File: src/rtl/mac_bus_pkg.sv
package mac_bus_pkg;
    localparam int WORD_W  = 32;
    localparam int ACC_W   = 48;
    localparam int N_BANKS = 4;
    localparam int BANK_W  = $clog2(N_BANKS);
    localparam int OP_W    = 3;

    typedef struct packed {
        logic [WORD_W-1:0] rx;
        logic [WORD_W-1:0] ry;
        logic [ACC_W-1:0]  p;
        logic [ACC_W-1:0]  ac;
    } mac_regs_t;

    function automatic logic [ACC_W-1:0] widen_signed(input logic [WORD_W-1:0] w);
        return {{(ACC_W-WORD_W){w[WORD_W-1]}}, w};
    endfunction
endpackage

File: src/rtl/mac_src_decode.sv
module mac_src_decode #(
    parameter int N_BANKS = 4,
    parameter int BANK_W  = 2,
    parameter int OP_W    = 3
) (
    input  logic               valid,
    input  logic [OP_W-1:0]    op,
    input  logic [BANK_W:0]    src,
    output logic               rd_en,
    output logic [BANK_W-1:0]  bank,
    output logic [N_BANKS-1:0] rd_onehot,
    output logic [N_BANKS-1:0] inc_onehot
);
    assign rd_en = valid && (op >= OP_W'(3));
    assign bank  = src[BANK_W-1:0];

    for (genvar b = 0; b < N_BANKS; b++) begin : g_bank
        assign rd_onehot[b]  = rd_en && (bank == BANK_W'(b));
        assign inc_onehot[b] = rd_en && (bank == BANK_W'(b)) && src[BANK_W];
    end
endmodule

File: src/rtl/mac_opbus.sv
module mac_opbus
    import mac_bus_pkg::*;
#(
    parameter int X_OP_LSB  = 23,
    parameter int X_SRC_LSB = 20,
    parameter int Y_OP_LSB  = 17,
    parameter int Y_SRC_LSB = 14
) (
    input  logic                clk,
    input  logic                rst_n,
    input  logic                instr_valid,
    input  logic [31:0]         instr,
    input  logic [WORD_W-1:0]   x_rd_data,
    input  logic [WORD_W-1:0]   y_rd_data,
    input  logic [ACC_W-1:0]    alu_result,
    output logic [BANK_W-1:0]   x_bank,
    output logic [BANK_W-1:0]   y_bank,
    output logic [N_BANKS-1:0]  bank_rd_mask,
    output logic [N_BANKS-1:0]  bank_inc_mask,
    output logic [WORD_W-1:0]   rx,
    output logic [WORD_W-1:0]   ry,
    output logic [ACC_W-1:0]    p,
    output logic [ACC_W-1:0]    ac
);
    localparam int SRC_W  = BANK_W + 1;
    localparam int PROD_W = 2 * WORD_W;

    logic [OP_W-1:0]    x_op, y_op;
    logic [SRC_W-1:0]   x_src, y_src;
    logic               x_rd_en, y_rd_en;
    logic [N_BANKS-1:0] x_rd_oh, y_rd_oh, x_inc_oh, y_inc_oh;
    logic [PROD_W-1:0]  prod_full;
    mac_regs_t          st_d, st_q;

    assign x_op  = instr[X_OP_LSB  +: OP_W];
    assign x_src = instr[X_SRC_LSB +: SRC_W];
    assign y_op  = instr[Y_OP_LSB  +: OP_W];
    assign y_src = instr[Y_SRC_LSB +: SRC_W];

    mac_src_decode #(.N_BANKS(N_BANKS), .BANK_W(BANK_W), .OP_W(OP_W)) u_xdec (
        .valid(instr_valid), .op(x_op), .src(x_src),
        .rd_en(x_rd_en), .bank(x_bank), .rd_onehot(x_rd_oh), .inc_onehot(x_inc_oh)
    );
    mac_src_decode #(.N_BANKS(N_BANKS), .BANK_W(BANK_W), .OP_W(OP_W)) u_ydec (
        .valid(instr_valid), .op(y_op), .src(y_src),
        .rd_en(y_rd_en), .bank(y_bank), .rd_onehot(y_rd_oh), .inc_onehot(y_inc_oh)
    );

    assign bank_rd_mask  = x_rd_oh  | y_rd_oh;
    assign bank_inc_mask = x_inc_oh | y_inc_oh;

    assign prod_full = PROD_W'($signed(st_q.rx) * $signed(st_q.ry));

    logic unused_bits;
    assign unused_bits = ^{instr[31:26], instr[13:0], prod_full[PROD_W-1:ACC_W]};

    always_comb begin
        st_d = st_q;
        if (instr_valid) begin
            if (x_op[1:0] == 2'd2)
                st_d.p = prod_full[ACC_W-1:0];
            if (x_rd_en) begin
                if (x_op[1:0] == 2'd3) st_d.p  = widen_signed(x_rd_data);
                if (x_op[2])           st_d.rx = x_rd_data;
            end
            case (y_op[1:0])
                2'd1:    st_d.ac = '0;
                2'd2:    st_d.ac = alu_result;
                default: ;
            endcase
            if (y_rd_en) begin
                if (y_op[1:0] == 2'd3) st_d.ac = widen_signed(y_rd_data);
                if (y_op[2])           st_d.ry = y_rd_data;
            end
        end
    end

    always_ff @(posedge clk or negedge rst_n) begin
        if (!rst_n) st_q <= '0;
        else        st_q <= st_d;
    end

    assign rx = st_q.rx;
    assign ry = st_q.ry;
    assign p  = st_q.p;
    assign ac = st_q.ac;

    a_r9_idle_masks: assert property (@(posedge clk) disable iff (!rst_n)
        !instr_valid |-> (bank_rd_mask == '0) && (bank_inc_mask == '0));
    a_r9_hold: assert property (@(posedge clk) disable iff (!rst_n)
        !instr_valid |=> $stable(rx) && $stable(ry) && $stable(p) && $stable(ac));
    a_r3_x_read_bit: assert property (@(posedge clk) disable iff (!rst_n)
        (instr_valid && x_op >= 3'd3) |-> bank_rd_mask[instr[X_SRC_LSB +: BANK_W]]);
    a_r6_y_read_bit: assert property (@(posedge clk) disable iff (!rst_n)
        (instr_valid && y_op >= 3'd3) |-> bank_rd_mask[instr[Y_SRC_LSB +: BANK_W]]);
    a_r5_clear: assert property (@(posedge clk) disable iff (!rst_n)
        (instr_valid && y_op[1:0] == 2'd1) |=> (ac == '0));
    a_r4_p_load: assert property (@(posedge clk) disable iff (!rst_n)
        (instr_valid && x_op[1:0] == 2'd3) |=>
        (p[WORD_W-1:0] == $past(x_rd_data)) && (p[ACC_W-1:WORD_W] == {(ACC_W-WORD_W){p[WORD_W-1]}}));
    a_r7_ry_load: assert property (@(posedge clk) disable iff (!rst_n)
        (instr_valid && y_op[2]) |=> (ry == $past(y_rd_data)));
    a_r8_inc_subset: assert property (@(posedge clk) disable iff (!rst_n)
        ((bank_inc_mask & ~bank_rd_mask) == '0));
endmodule

File: config.mk
export PLATFORM = sky130hd
export DESIGN_NAME = mac_opbus
export DESIGN_NICKNAME = d
export VERILOG_FILES = /design/src/rtl/mac_bus_pkg.sv /design/src/rtl/mac_src_decode.sv /design/src/rtl/mac_opbus.sv
export SDC_FILE = /design/constraint.sdc
export NUM_CORES = 2
export LEC_CHECK = 0
export ABC_AREA = 1
export BUFFER_PORTS_ARGS = -buffer_cell sky130_fd_sc_hd__buf_2
export CORE_UTILIZATION = 54
export CTS_CLUSTER_DIAMETER = 60
export DETAILED_ROUTE_END_ITERATION = 8
export MAX_ROUTING_LAYER = met4
export PLACE_DENSITY_LB_ADDON = 0.2
export SLEW_MARGIN = 10
export SYNTH_ARGS = -nofsm -noshare
export SYNTH_HDL_FRONTEND = slang
export SYNTH_SLANG_ARGS = --single-unit
File: constraint.sdc
create_clock -name clk -period 12 [get_ports clk]
set_clock_uncertainty 0.1 [all_clocks]
set_input_delay 1.2 -clock clk [delete_from_list [all_inputs] [get_ports clk]]
set_output_delay 1.2 -clock clk [all_outputs]
set_load 0.02 [all_outputs]
==> impl_results.md <==
* Via Count at ~31,000
* Core area at approximately 0.069 mm²
* DR iter-0 viols at 2,061
* Area share of the leading cell type in the synthesized netlist at roughly 44%
* Largest net degree at the start of global routing at 102
* Hold Buf Count CTS at 0
* Final setup TNS at 0 ns
* Synth Register Bits at 160
* First-pass iteration count of the detailed router at 5
* Row count at between 90 and 100
* Chip height at about 270 µm
* GRT overflow at 0
* # H-tree levels at 4
* Worst slew margin at about 34%
* Ys flop type: dfrtp_1
* WL/cell at 18.7 µm
* Post-Syn Instances at 4,769
* Initial core utilization at 55.0%
* Clk buf depth at 2
* Clk slew on worst S/H paths at 0.08 ns
* Cts repair resizes at 0
* Syn Std Cell Area at 0.0380 mm²
* Synth Warn # at 0
* CP Launch Type: register
* RSZ-0062 raised after global routing: false
* Post-synth ARST share at 100%
* CTS Buf Count at 17
* Final slew viol count at 0
* I/O pin cnt at between 300 and 400
* Slew @ Worst Pin at 0.985 ns
* Distinct cells, synth at 51
* Total setup buffers inserted after CTS at 0
* Final net count at 6,035
* Syn nets at 5,924
* Final hold violations at 0
* Area leader, netlist: fa_1
* Max Fclk at 123 MHz
* Post-synth top cells: inv_1 (1,367), nand2_1 (1,204), fa_1 (839)
* GPL Wtd Cong at 0.985
* Area Overhead vs Synth at 7.22%
* Fraction of layout cells with a size suffix above 1 at 10.3%
* Detailed-placement wirelength estimate at 88.1 mm
* Detailed Route WL at about 110 mm
* Input/output buffers at 298
* Number of flops mapped to enable cells by yosys at 0
* Vias in the first global route at 32,900
* Post-route ant nets at 0
* Total of max-cap violations at 0
* Hold Path Class: register to register
* Root Driver: clkbuf_16
* First-pass GRT wire length at between 150 and 200 mm
* Die area at ~0.072 mm²
* Final setup fails at 0
* Cell with the most instances after synthesis: inv_1
* Final min period at ~8 ns
* Critical path class: register to register
* Status: finished clean
* Clock Sinks at 160
* Crit path max fanout at 20
* Top post-synthesis cells by area: fa_1 (44%), inv_1 (13%), nand2_1 (12%), dfrtp_1 (11%), ha_1 (5.6%)
* Initial antenna violation count at 3
* Die width at 267 µm
* Fin util at 59.0%
* Placed cell areas at 0.0402 mm²
* Vias per cell at about 5.3
* Post-route cell area at 0.0408 mm²
* Part of the cycle the worst path needs at between 60% and 70%
* Residual DRC count at 0
* WP data arrival at 8.38 ns
* Critical Path RT at approximately 12 ns
* CP Capture Type: register
* Global Route Usage Sum at 33.6%
* Syn Area/Cell at 7.98 µm²
* CTS tree: done
* Worst skew pair latency at 0.45 ns
* Seq/Total Area, Yosys at 10.5%
[placed cells by master (no fill, tap or decap), types with 4 or more instances in the layout]
master / Yosys / layout
xor2_1: 9 / 9
a21o_1: 7 / 7
o21bai_1: 5 / 5
buf_2: 19 / 297
inv_1: 1367 / 1367
o21ai_1: 10 / 10
or2_1: 4 / 4
o22ai_1: 41 / 41
a21oi_2: 7 / 8
o211ai_1: 8 / 8
nand2_2: 10 / 11
nor2_2: 7 / 8
clkbuf_16: 0 / 17
nand2_1: 1204 / 1203
nor3_1: 10 / 10
xnor2_1: 8 / 8
fa_1: 839 / 839
inv_8: 0 / 4
a21oi_1: 119 / 118
mux2_2: 42 / 42
nor2_1: 128 / 127
and3_1: 5 / 5
or2_2: 9 / 9
a31oi_1: 54 / 54
dfrtp_2: 0 / 4
dfrtp_1: 160 / 156
ha_1: 169 / 168
inv_2: 9 / 9
nand3b_1: 4 / 4
nand4_1: 7 / 7
o221ai_1: 15 / 15
o21ai_0: 116 / 116
buf_4: 6 / 68
nand3_1: 94 / 94
[final cells by class]
cell class / instances / area [µm²]
antenna: 3 / 7.51
clock inverter: 14 / 196
timing repair buffer: 366 / 2010
fill: 6384 / 28400
clock buffer: 18 / 429
multi-input combinational: 2957 / 27800
sequential: 160 / 4010
inverter: 1378 / 5170
tap: 931 / 1160
[worst max-delay path, stage by stage, from the launching register on]
cell     delay (ns)
dfrtp_1        0.85
buf_4          0.48
nand2_1        0.16
fa_1           0.56
fa_1           0.55
inv_1          0.05
fa_1           0.50
inv_1          0.06
fa_1           0.54
inv_1          0.05
fa_1           0.48
fa_1           0.41
fa_1           0.61
fa_1           0.46
ha_1           0.40
a21o_1         0.24
a31oi_1        0.45
o21ai_0        0.22
a31oi_1        0.32
nand3_1        0.14
or2_1          0.23
nand3_1        0.08
a21oi_1        0.07
[layer usage]
metal  vias to the layer above  part of all wire [%]  GRT usage [%]
li1                      13800                     -              -
met1                     15700                    40           43.7
met2                      1211                    49           54.7
met3                       217                   7.5           4.23
met4                         0                   4.0           11.5
met5                         -                     0              -
[state kept, by name (all words and copies together), names as in the netlist]
| name | flops |
|---|---|
| p | 48 |
| ac | 48 |
| rx | 32 |
| ry | 32 |
[through the flow]
step | worst slack (ns) | cells | hold WS [ns]
2_1_floorplan | 5.06 | 4769 | 0.505
3_3_place_gp | 3.96 | 5792 | 0.372
3_5_place_dp | 3.94 | 5792 | 0.382
4_1_cts | 3.89 | 5824 | 0.402
5_1_grt | 3.49 | 5827 | 0.417
6_report | 3.85 | 5827 | 0.399
[path summary, 6_finish.rpt]
check	depth (start not counted)	startpoint	end	slack, ns
max	22	rx[10]	p[41]	3.85
min	2	rx[16]	rx[16]	0.40
max reg2reg	22	rx[10]	p[41]	3.85
min reg2reg	2	rx[16]	rx[16]	0.40
max in group asynchronous	2	rst_n	ry[17]	9.58
min in group asynchronous	1	rst_n	ac[44]	0.74
[cells by family (layout without fill, tap and decap cells)]
family	Yosys count	in the layout	share of synthesized area [%]
AO/OA/AOI/OAI	397	397	6.14
XOR/XNOR	17	17	0.391
adder cells (fa/ha/maj)	1008	1008	49.7
buffers and inverters	1652	1776	16.4
flip-flops	160	160	10.5
multiplexers	42	42	1.24
other	0	3	0
AND/OR/NAND/NOR	1493	1493	15.6
Power is not shown: default switching activity piles up to over one toggle a cycle in this logic, so the estimate is an artifact.
